### src/rtl/divcfg_pkg.sv
package divcfg_pkg;
  localparam int M_W  = 9;
  localparam int N_W  = 2;
  localparam int T_W  = 3;
  localparam int SR_W = T_W + N_W + M_W;

  // field order of the serial word: test-select on top, feedback value at bottom
  typedef struct packed {
    logic [T_W-1:0] t;
    logic [N_W-1:0] n;
    logic [M_W-1:0] m;
  } cfg_t;

  localparam cfg_t CFG_RST = '{t: '0, n: '1, m: '1};

  function automatic logic [SR_W-1:0] sr_push(logic [SR_W-1:0] sr, logic b);
    return {sr[SR_W-2:0], b};
  endfunction

  function automatic cfg_t sr_fields(logic [SR_W-1:0] sr);
    return cfg_t'(sr);
  endfunction

  function automatic cfg_t pins_fields(logic [M_W-1:0] m, logic [N_W-1:0] n);
    return '{t: '0, n: n, m: m};
  endfunction
endpackage

### src/rtl/divcfg_sync.sv
module divcfg_sync #(
  parameter int             W       = 1,
  parameter int             STAGES  = 2,
  parameter logic [W-1:0]   RST_VAL = '0
) (
  input  logic         clk,
  input  logic         rst_n,
  input  logic [W-1:0] d,
  output logic [W-1:0] q
);
  logic [W-1:0] stg [STAGES];

  always_ff @(posedge clk or negedge rst_n) begin
    if (!rst_n) stg[0] <= RST_VAL;
    else        stg[0] <= d;
  end

  for (genvar i = 1; i < STAGES; i++) begin : g_stage
    always_ff @(posedge clk or negedge rst_n) begin
      if (!rst_n) stg[i] <= RST_VAL;
      else        stg[i] <= stg[i-1];
    end
  end

  assign q = stg[STAGES-1];
endmodule

### src/rtl/divcfg_shreg.sv
module divcfg_shreg
  import divcfg_pkg::*;
(
  input  logic            clk,
  input  logic            rst_n,
  input  logic            step,
  input  logic            din,
  output logic [SR_W-1:0] q
);
  always_ff @(posedge clk or negedge rst_n) begin
    if (!rst_n)    q <= '0;
    else if (step) q <= sr_push(q, din);
  end
endmodule

### src/rtl/divcfg_hold.sv
module divcfg_hold
  import divcfg_pkg::*;
(
  input  logic clk,
  input  logic rst_n,
  input  logic par_open,
  input  logic ser_open,
  input  cfg_t par_cfg,
  input  cfg_t ser_cfg,
  output cfg_t cfg_q
);
  always_ff @(posedge clk or negedge rst_n) begin
    if (!rst_n)        cfg_q <= CFG_RST;
    else if (par_open) cfg_q <= par_cfg;
    else if (ser_open) cfg_q <= ser_cfg;
  end
endmodule

### src/rtl/divcfg_if.sv
module divcfg_if
  import divcfg_pkg::*;
#(
  parameter int SYNC_STAGES = 2
) (
  input  logic           clk,
  input  logic           rst_n,
  input  logic           ser_clk_i,
  input  logic           ser_dat_i,
  input  logic           ser_ld_i,
  input  logic           par_ld_i,
  input  logic [M_W-1:0] par_m_i,
  input  logic [N_W-1:0] par_n_i,
  output logic [M_W-1:0] m_o,
  output logic [N_W-1:0] n_o,
  output logic [T_W-1:0] t_o,
  output logic           ser_q_o
);
  localparam int BUS_W = 4 + M_W + N_W;
  localparam logic [BUS_W-1:0] BUS_RST = {3'b000, 1'b1, {M_W{1'b1}}, {N_W{1'b1}}};

  logic [BUS_W-1:0] raw_bus, sync_bus;
  logic             sclk_s, sdat_s, sld_s, pld_s;
  logic [M_W-1:0]   pm_s;
  logic [N_W-1:0]   pn_s;
  logic             sclk_prev;
  logic [SR_W-1:0]  sh_vec;
  cfg_t             held;

  // named events for the checker
  logic sclk_rise, pl_low, sl_high;

  assign raw_bus = {ser_clk_i, ser_dat_i, ser_ld_i, par_ld_i, par_m_i, par_n_i};

  divcfg_sync #(.W(BUS_W), .STAGES(SYNC_STAGES), .RST_VAL(BUS_RST)) i_sync (
    .clk(clk), .rst_n(rst_n), .d(raw_bus), .q(sync_bus)
  );

  assign {sclk_s, sdat_s, sld_s, pld_s, pm_s, pn_s} = sync_bus;

  always_ff @(posedge clk or negedge rst_n) begin
    if (!rst_n) sclk_prev <= 1'b0;
    else        sclk_prev <= sclk_s;
  end

  assign sclk_rise = sclk_s & ~sclk_prev;
  assign pl_low    = ~pld_s;
  assign sl_high   = sld_s;

  divcfg_shreg i_shreg (
    .clk(clk), .rst_n(rst_n), .step(sclk_rise), .din(sdat_s), .q(sh_vec)
  );

  divcfg_hold i_hold (
    .clk(clk), .rst_n(rst_n),
    .par_open(pl_low), .ser_open(sl_high),
    .par_cfg(pins_fields(pm_s, pn_s)), .ser_cfg(sr_fields(sh_vec)),
    .cfg_q(held)
  );

  assign m_o     = held.m;
  assign n_o     = held.n;
  assign t_o     = held.t;
  assign ser_q_o = sh_vec[SR_W-1];
endmodule

### config.mk
export PLATFORM = sky130hd
export DESIGN_NAME = divcfg_if
export DESIGN_NICKNAME = d
export VERILOG_FILES = /design/src/rtl/divcfg_pkg.sv /design/src/rtl/divcfg_sync.sv /design/src/rtl/divcfg_shreg.sv /design/src/rtl/divcfg_hold.sv /design/src/rtl/divcfg_if.sv
export SDC_FILE = /design/constraint.sdc
export NUM_CORES = 1
export LEC_CHECK = 0
export BUFFER_PORTS_ARGS = -buffer_cell sky130_fd_sc_hd__buf_4
export CAP_MARGIN = 40
export CORE_MARGIN = 5
export CORE_UTILIZATION = 54
export CTS_BUF_LIST = sky130_fd_sc_hd__clkbuf_16
export CTS_CLUSTER_DIAMETER = 100
export DETAILED_ROUTE_END_ITERATION = 16
export GPL_TIMING_DRIVEN = 0
export PLACE_DENSITY = 0.77
export SYNTH_ARGS = -nofsm -noshare
export SYNTH_HDL_FRONTEND = slang
export SYNTH_SLANG_ARGS = --single-unit
### constraint.sdc
create_clock -name clk -period 1.6 [get_ports clk]
set_input_delay 0 -clock clk [delete_from_list [all_inputs] [get_ports clk]]
set_output_delay 0 -clock clk [all_outputs]
set_load 0.01 [all_outputs]
# Word level (Yosys, flattened, before mapping)
# Index checks and enable logic that the tools add are counted.
# Widths: inputs -> output; s select.
# totals
ff_bits,59
elab_cells,12
# classes
n_eq_ne,1
mux,2
bitwise_logic,2
# ops
operator,n
$mux 14,2
$ne 2x1->1 const B,1
$and 1x1->1,1
$not 1->1,1

# Depth between registers and ports, before layout
# Gate-level depths: netlist (run 1).
# depth
depth_word,2
ltp_mapped,4

# Modules after synthesis
# A second synthesis (run 1) with hierarchy kept.
# hier_totals
hier_cells,139
hier_area_um2,2132.0
# modules_own_cells
module,instances,cells_per_inst,area_per_inst_um2,seq_area_each_um2
divcfg_sync,1,45,893.4,780.7
divcfg_hold,1,61,673.1,364.1
divcfg_shreg,1,29,519.2,350.3
divcfg_if,1,4,46.3,25.0

# Worst setup path after synthesis (run 1)
# OpenSTA, ideal clock, no wires.
# synth_path
path_type,register to register
from,reg sclk_prev
to,reg i_shreg.q[10]
arrival_ps,1013
t_required_ps,1475
path_slack_ps,462
path_stages_with_launch,5
n_path_buf,2
cell_sequence,dfrtp_1 > nor2b_4 > buf_6 > buf_12 > mux2_4
# synth_between
elab_chain_len,2
# synth_rtl
element,line,source
"start, declared",divcfg_if.sv:26,logic sclk_prev;
"start signal, assigned",divcfg_if.sv:43,else sclk_prev <= sclk_s;
$not 1->1,divcfg_if.sv:46,assign sclk_rise = sclk_s & ~sclk_prev;
$and 1x1->1,divcfg_if.sv:46,
"end signal, assigned",divcfg_shreg.sv:12,"else if (step) q <= sr_push(q, din);"
"end, declared",divcfg_shreg.sv:8,output logic [SR_W-1:0] q
# Every way passes these cells.
# A chain may end at the register's enable or synchronous reset.

# Worst setup path in the final report (run 1)
# layout_path
from,reg i_sync.stg (netlist bit i_sync.q[11])
to,reg i_hold.cfg_q[1] (netlist name)
# layout_between
elab_chain_len,1
# layout_rtl
element,line,source
"start, declared",divcfg_sync.sv:11,logic [W-1:0] stg [STAGES];
"start signal, assigned by index",divcfg_sync.sv:21,else stg[i] <= stg[i-1];
$ne 2x1->1 (no source line) or $mux 14 (tied branches),--,
"end signal, assigned",divcfg_hold.sv:14,else if (par_open) cfg_q <= par_cfg;
"end signal, assigned",divcfg_hold.sv:15,else if (ser_open) cfg_q <= ser_cfg;
"end, declared",divcfg_hold.sv:10,output cfg_t cfg_q
# Several ways; a longest one is shown, not always the timed one.

==> flow_summary.ini, run 1 <==
[status]
status = finished clean

[cells_and_area]
final_common_cell = dfstp_2
fill_cells = 203
syn_to_final_growth_pct = 36.83
register_area_mm2 = 0.001520
num-nets-final = 194
antennaDiodeCount = 0
layout_common_cells = 35 x dfstp_2, 32 x buf_4, 24 x dfrtp_1
layout-drive-gt1-share_pct = 52.75
multiInputGateArea_um2 = 464.2

[placed_design]
dp_hpwl_um = 2114
port_buffers = 31
gp_congestion = 0.7003

[timing]
fin_crit_sh_pct = 78.91
rsz0062_at_grt = no
worstMarginPinSlew_ns = 0.6881
min_period_ns = 1.263
finalMaxSlewViolations = 0
worst_hold_slack_ns = 0.2925
hold_violations = 0
finClkSkew_ns = 0.004491
max_freq_mhz = 792.1
fin_setup_tns_ns = 0
slew_headroom_pct = 54.13
setup_violations = 0

[global_route]
grt.total_usage_pct = 16.12
grt_pass1_wl_um = 5996
antenna_found_initial = 0
gr-total-overflow = 0
grt_pass1_vias = 1252
grt_max_degree = 60

[route]
antenna_left = 0
wirelength_um = 3556
routed_via_density = 4.743
drc = 0
drt_iter0_drc = 58
drt_first_pass_iters = 3
routedWlPerCell_um = 15.46
vias = 1091

[worst_setup_path]
worstSetupStartpoint = i_sync.q[11]
r2r_start = i_sync.q[11]
worstSetupPathType = reg2reg
crit_required_ns = 1.84
crit_path_end_kind = flop
cp_max_fo = 10
worstPathArrival_ns = 1.50
setup.worst_path.start_class = flop

[floorplanning]
die_x_um = 71.50
io_pins = 32
start_util_pct = 55.78
dieArea_mm2 = 0.005112
die_h_um = 71.50
rows = 22
core_area_mm2 = 0.003661

[logic_synthesis]
ys_types = 13
synthCells = 119
ys_ff_latch = 59
ys_seq_area_share_pct = 74.45
yosys_warnings = 0
avgSynthCellArea_um2 = 17.16
synth_nets = 136
syn_area_mm2 = 0.002042

[clock_network]
root_buffer = clkbuf_16
htreeDepth = 3
clock-sinks = 59
clk_latency_ns = 0.32
cts_buffers = 9
clkTransAtPathRegs_ns = 0.05
clockBufferDepth = 2
ctsResizeCount = 0
cts_tree = yes

[pwr]
peakVddDrop_mv = 0.9672
power_density_mw_per_mm2 = 1614
p_leak_nw = 1.285
p_total_mw = 4.508

[flow_run]
max-cap-violations = 0

[worst_hold_path]
hold_class = in2async
==> synthesized netlist by cell type <==
master    instances  area share [%]
dfstp_2          35              45
mux2_2            4             2.2
clkbuf_1          2            0.37
nor2_1           11             2.0
buf_12            1            0.98
a21oi_1          11             2.7
nor2b_4           1            0.67
mux2_4           10             7.4
dfrtp_1          24              29
mux2i_1          14             6.9
nor2b_1           3            0.92
buf_6             2             1.1
buf_4             1            0.37
==> where the power goes <==
group	switching [mW]	internal, mW
combinational	0.241	0.406
sequential	0.193	1.81
clock	0.595	1.27
==> repair_timing <==
| action | in CTS | in global routing |
|---|---|---|
| hold buffers | 16 | 0 |
| setup buffers | 0 | 0 |
| endpoints found under the hold margin | 39 | 0 |
==> sequential cells by signal (all words and copies together), names as in the netlist <==
register,cells
i_hold.cfg_q,14
i_shreg.q,14
i_sync.q,15
i_sync.stg,15
sclk_prev,1
==> kinds of logic after synthesis <==
kind of cell	Yosys count	synth area share [%]
flops	59	74.45
mux	28	16.42
simple gates	15	3.615
compound gates	11	2.696
buf+inv	6	2.819
==> through the flow <==
stage,util [%],worst slack [ns],cells,area [µm²]
after floorplan,-,0.4618,119,2042
after global placement,63.77,0.4212,198,2335
after detailed placement,63.77,0.3733,198,2335
after CTS,76.32,0.3305,230,2794
after global routing,76.32,0.2289,230,2794
final,76.32,0.3375,230,2794
==> path summary, 6_finish.rpt <==
kind                            slack, ns  cells past startpoint                to
worst min-delay path                 0.29                      2      i_sync.q[12]
worst max register to register       0.34                      3   i_hold.cfg_q[1]
min in group clk                     0.33                      2    i_sync.stg[29]
max in group asynchronous            0.86                      2  i_hold.cfg_q[13]
worst max-delay path                 0.34                      3   i_hold.cfg_q[1]
worst min register to register       0.35                      0      i_sync.q[14]
==> cell type report <==
| class | count | share of cell area [%] |
|---|---|---|
| clock inverter | 6 | 1.747 |
| sequential | 59 | 54.41 |
| timing repair buffer | 47 | 14.06 |
| tap | 48 | 2.150 |
| multi-input combinational | 54 | 16.61 |
| buffer | 6 | 2.060 |
| clock buffer | 10 | 8.957 |
==> critical path, stage by stage (launching register included) <==
cell and delay, ns:
dfstp_2 0.57, clkbuf_1 0.33, nor2_1 0.11, a21oi_1 0.16
==> routing by layer <==
layer	global-route usage, %	vias up	part of all wire, %
met5	0	-	0
met4	10.65	0	2.2
met3	4.628	9	3.0
met2	25.31	22	51
met1	19.32	542	44
li1	-	518	-
Power figures use the tool's default switching activity.
==> run 2, diff against run 1 <==
clock period = 1.3 ns   (was 1.6 ns; I/O delays follow)
==> flow_summary.ini, run 2 (synthesis gave the netlist of run 1 again) <==
[timing]
finalMaxSlewViolations = 0
worst_hold_slack_ns = 0.2912
fin_crit_sh_pct = 92.65
fin_setup_tns_ns = 0
setup_violations = 0
min_period_ns = 1.204
worstMarginPinSlew_ns = 0.6955
max_freq_mhz = 830.3
rsz0062_at_grt = no
finClkSkew_ns = 0.004442
hold_violations = 0
slew_headroom_pct = 53.64

[worst_setup_path]
r2r.worst_path.cells = 4
cp_max_fo = 10
r2r_start = sclk_prev
worstPathArrival_ns = 1.40
r2r_end = i_shreg.q[4]
crit_required_ns = 1.50
setup.worst_path.start_class = flop
reg2reg_slack_ns = 0.1
crit_path_end_kind = flop
worstSetupPathType = reg2reg

[floorplanning]
start_util_pct = 55.78
core_area_mm2 = 0.003661
die_h_um = 71.50
rows = 22
dieArea_mm2 = 0.005112
die_x_um = 71.50
io_pins = 32

[pwr]
power_frac_seq_pct = 44.4
power_density_mw_per_mm2 = 1985
clockPowerShare_pct = 41.3
p_leak_nw = 1.288
peakVddDrop_mv = 1.213
p_total_mw = 5.549
p_switching_mw = 1.266
netSwitchingFraction_pct = 22.81
p_int_mw = 4.283
power_frac_comb_pct = 14.3

[global_route]
antenna_found_initial = 0
grt_pass1_wl_um = 5996
gr-total-overflow = 0
grt_pass1_vias = 1252
grt_max_degree = 60
grt.total_usage_pct = 16.12

[route]
drt_first_pass_iters = 3
wirelength_um = 3557
vias = 1102
drt_iter0_drc = 59
routed_via_density = 4.791
antenna_left = 0
routedWlPerCell_um = 15.47
drc = 0

[cells_and_area]
num-nets-final = 194
fin_util_pct = 76.35
syn_to_final_growth_pct = 36.89
antennaDiodeCount = 0
final_common_cell = dfstp_2
layout_common_cells = 35 x dfstp_2, 32 x buf_4, 24 x dfrtp_1
postLayoutCellArea_mm2 = 0.002795
top_regs = i_sync.q x15, i_sync.stg x15
layout-drive-gt1-share_pct = 53.30

[clock_network]
cts_buffers = 9
cts_tree = yes
clkTransAtPathRegs_ns = 0.05
htreeDepth = 3
root_buffer = clkbuf_16
clk_latency_ns = 0.32
clockBufferDepth = 2
clock-sinks = 59

[placed_design]
gp_congestion = 0.7003
placed_area_mm2 = 0.002335
port_buffers = 31
dp_hpwl_um = 2114

[status]
status = finished clean

[worst_hold_path]
hold_class = in2async

[flow_run]
max-cap-violations = 0
[run 2: per-stage QoR]
stage | instances | worst slack (ns)
2_1_floorplan | 119 | 0.1618
3_3_place_gp | 198 | 0.1212
3_5_place_dp | 198 | 0.07333
4_1_cts | 230 | 0.03046
5_1_grt | 230 | 0.04418
6_report | 230 | 0.09556
[run 2: layout make-up]
class | count | area (µm²)
Fill cell | 202 | 865.8
Clock inverter | 6 | 48.80
Multi-Input combinational cell | 54 | 464.2
Clock buffer | 10 | 250.2
Timing Repair Buffer | 47 | 392.9
Buffer | 6 | 58.81
Sequential cell | 59 | 1520
Tap cell | 48 | 60.06
[run 2: worst max path at each step]
stage	from	end	slack, ns	cells past startpoint
final	sclk_prev	i_shreg.q[4]	0.1	4
after global routing	i_sync.q[11]	i_hold.cfg_q[6]	0.04	2
after CTS	i_sync.q[11]	i_hold.cfg_q[1]	0.03	3
after detailed placement	i_sync.q[11]	i_hold.cfg_q[5]	0.07	3
after global placement	sclk_prev	i_shreg.q[8]	0.12	4
after floorplan	sclk_prev	i_shreg.q[10]	0.16	4
[run 2: routing by layer]
metal / GRT usage, % / wire (µm) / up-vias
met5: 0 / 0 / -
met1: 19.32 / 1536 / 553
li1: - / - / 518
met3: 4.628 / 106 / 9
met2: 25.31 / 1835 / 22
met4: 10.65 / 79 / 0
[run 2: power groups by stage]
stage / Clock, mW / Sequential, mW / Combinational, mW
4_1_cts: 2.33 / 2.46 / 0.811
2_1_floorplan: 0 / 2.44 / 0.431
3_3_place_gp: 0 / 2.46 / 0.710
3_5_place_dp: 0 / 2.47 / 0.753
6_report: 2.29 / 2.46 / 0.795
5_1_grt: 2.42 / 2.50 / 0.859
[run 2: what timing repair did]
item | 4_1_cts | 5_1_grt
gates resized for setup | 0 | 2
endpoints found under the hold margin | 39 | 0
hold buffers | 16 | 0
setup buffers | 0 | 0
setup endpoints to repair | 0 | 9
[run 2: worst max-delay path, stage by stage, from the launching register on]
cell	delay [ns]
dfrtp_1	0.39
nor2b_4	0.11
buf_6	0.13
buf_12	0.15
mux2_4	0.30
==> run 3, diff against run 2 <==
CORE_UTILIZATION = 55   (was 54)
PLACE_DENSITY = 0.75   (was 0.77)
SYNTH_HIERARCHICAL = 1   (was not set)
==> flow_summary.ini, run 3 <==
[status]
status = finished clean

[route]
dr.max_layer_used = met4
met1_length_um = 1463
vias = 1214
routed_via_density = 4.742
wirelength_um = 3608
drt_first_pass_iters = 4
antenna_left = 0
met3_wirelength_um = 191
drc = 0
dr_wl_met2_um = 1910
drt_iter0_drc = 21
routedWlPerCell_um = 14.09

[logic_synthesis]
syn_area_mm2 = 0.002132
yosys.area.top_type = dfstp_2
synthCells = 139
synth_common_cells = 35 x dfstp_2, 24 x dfrtp_1, 15 x buf_4
ys_seq_area_share_pct = 71.30
synth_area_leaders = dfstp_2 43%, dfrtp_1 28%, mux2_2 7.4%
avgSynthCellArea_um2 = 15.34
async_reset_ff_share_pct = 100.0
yosys_most_used_dff = dfstp_2
synth_enable_flop_cells = 0
ys_ff_latch = 59
yosys_warnings = 6
ys_types = 14
yosysTopAreaCellShare_pct = 43.13
synth_most_common_cell = dfstp_2

[timing]
fin_crit_sh_pct = 95.56
setup_violations = 0
finClkSkew_ns = 0.01015
rsz0062_at_grt = no
worstMarginPinSlew_ns = 0.6888
min_period_ns = 1.242
finalMaxSlewViolations = 0
fin_setup_tns_ns = 0
slew_headroom_pct = 54.08
max_freq_mhz = 804.9
hold_violations = 0

[cells_and_area]
final_common_cell = buf_4
top_regs = i_sync/q x15, i_sync/stg x15
antennaDiodeCount = 0
num-nets-final = 220
layout-drive-gt1-share_pct = 56.73
postLayoutCellArea_mm2 = 0.002908
layout_common_cells = 51 x buf_4, 35 x dfstp_2, 24 x dfrtp_1
syn_to_final_growth_pct = 36.39

[placed_design]
placed_area_mm2 = 0.002432
dp_hpwl_um = 2065
gp_congestion = 0.7368
port_buffers = 31

[pwr]
peakVddDrop_mv = 1.139
power_density_mw_per_mm2 = 1829
p_leak_nw = 1.365

[global_route]
grt_pass1_wl_um = 6375
grt_pass1_vias = 1341
grt_max_degree = 60
antenna_found_initial = 0
grt.total_usage_pct = 16.92
gr-total-overflow = 0

[worst_setup_path]
worstSetupPathType = reg2reg
cp_max_fo = 10
crit_path_end_kind = flop
r2r.worst_path.cells = 4
reg2reg_slack_ns = 0.06
r2r_end = i_shreg/q[7]
cpPeakStageDelay_ns = 0.35
worstPathArrival_ns = 1.45
path_cells = buf_4, nor2b_4, buf_6, mux2_2
setup.worst_path.start_class = flop
crit_required_ns = 1.50
crit_slowest_cell = mux2_2
r2r_start = i_sync/q[14]

[floorplanning]
start_util_pct = 57.37
die_x_um = 72.26
die_h_um = 72.26
dieArea_mm2 = 0.005222
core_area_mm2 = 0.003716
rows = 22
io_pins = 32

[clock_network]
cts_buffers = 9
clock-sinks = 59
clkTransAtPathRegs_ns = 0.05
clockBufferDepth = 2
cts_tree = yes
clk_latency_ns = 0.32
root_buffer = clkbuf_16
htreeDepth = 3

[flow_run]
max-cap-violations = 0

[worst_hold_path]
hold_class = in2async
==> run 3: cells by family (layout without fill, tap and decap cells) <==
| family | Yosys count | in the layout | share of synthesized area, % |
|---|---|---|---|
| DFF | 59 | 59 | 71.30 |
| buffers and inverters | 22 | 89 | 8.157 |
| and+or+nand+nor | 15 | 15 | 3.110 |
| other | 1 | 3 | 0.1759 |
| AOI/OAI and AO/OA | 14 | 14 | 3.287 |
| muxes | 28 | 28 | 13.97 |
==> run 3: layout make-up <==
cell class | count | area, µm²
timing repair buffer | 51 | 422.9
clock buffer | 9 | 225.2
sequential | 59 | 1520
inverter | 1 | 3.754
tap | 48 | 60.06
buffer | 21 | 175.2
clock inverter | 7 | 55.05
multi-input combinational | 60 | 445.4
fill | 229 | 808.3
==> run 3: routing by layer <==
metal,up-vias,track usage (%)
li1,573,-
met1,608,19.63
met2,29,27.20
met3,4,7.341
met4,0,7.516
met5,-,0
==> run 3: what timing repair did <==
item,in CTS,in global routing
endpoints found under the hold margin,39,0
resized for setup,0,3
setup buffers,0,4
setup endpoints to repair,0,12
hold buffers,16,0
==> run 3: critical path, delay by kind of cell, from the launching register on <==
family	cells	cell delay, ns
multiplexers	1	0.35
flip-flops	1	0.31
buffers and inverters	2	0.28
AND/OR/NAND/NOR	1	0.20
==> run 3: worst max-delay path by stage <==
stage	start	slack, ns	depth (start not counted)	endpoint
3_3_place_gp	i_sync/q[14]	0.05	4	i_shreg/q[2]
2_1_floorplan	i_sync/q[14]	0.13	4	i_shreg/q[10]
6_report	i_sync/q[14]	0.06	4	i_shreg/q[7]
5_1_grt	i_sync/q[11]	0.005	6	i_hold/cfg_q[0]
4_1_cts	i_sync/q[14]	0.03	4	i_shreg/q[7]
3_5_place_dp	i_sync/q[14]	0.03	4	i_shreg/q[12]
==> run 3: power by group <==
group          leakage (nW)  internal, mW  total [mW]  switching (mW)
combinational         0.556         0.445       0.731           0.287
sequential            0.659          2.22        2.43           0.201
clock                 0.150          1.44        2.16           0.721
total                  1.37          4.11        5.32            1.21
==> run 3: metrics by stage <==
step / setup WS, ns / utilization (%) / cells / hold slack (ns) / power (mW)
3_3_place_gp: 0.05025 / 65.45 / 220 / 0.07754 / 3.085
5_1_grt: 0.005174 / 78.25 / 256 / 0.3202 / 5.596
3_5_place_dp: 0.03120 / 65.45 / 220 / 0.09295 / 3.126
6_report: 0.05768 / 78.25 / 256 / 0.2812 / 5.318
4_1_cts: 0.02764 / 77.31 / 252 / 0.2884 / 5.379
2_1_floorplan: 0.1277 / - / 141 / -0.2956 / 2.802
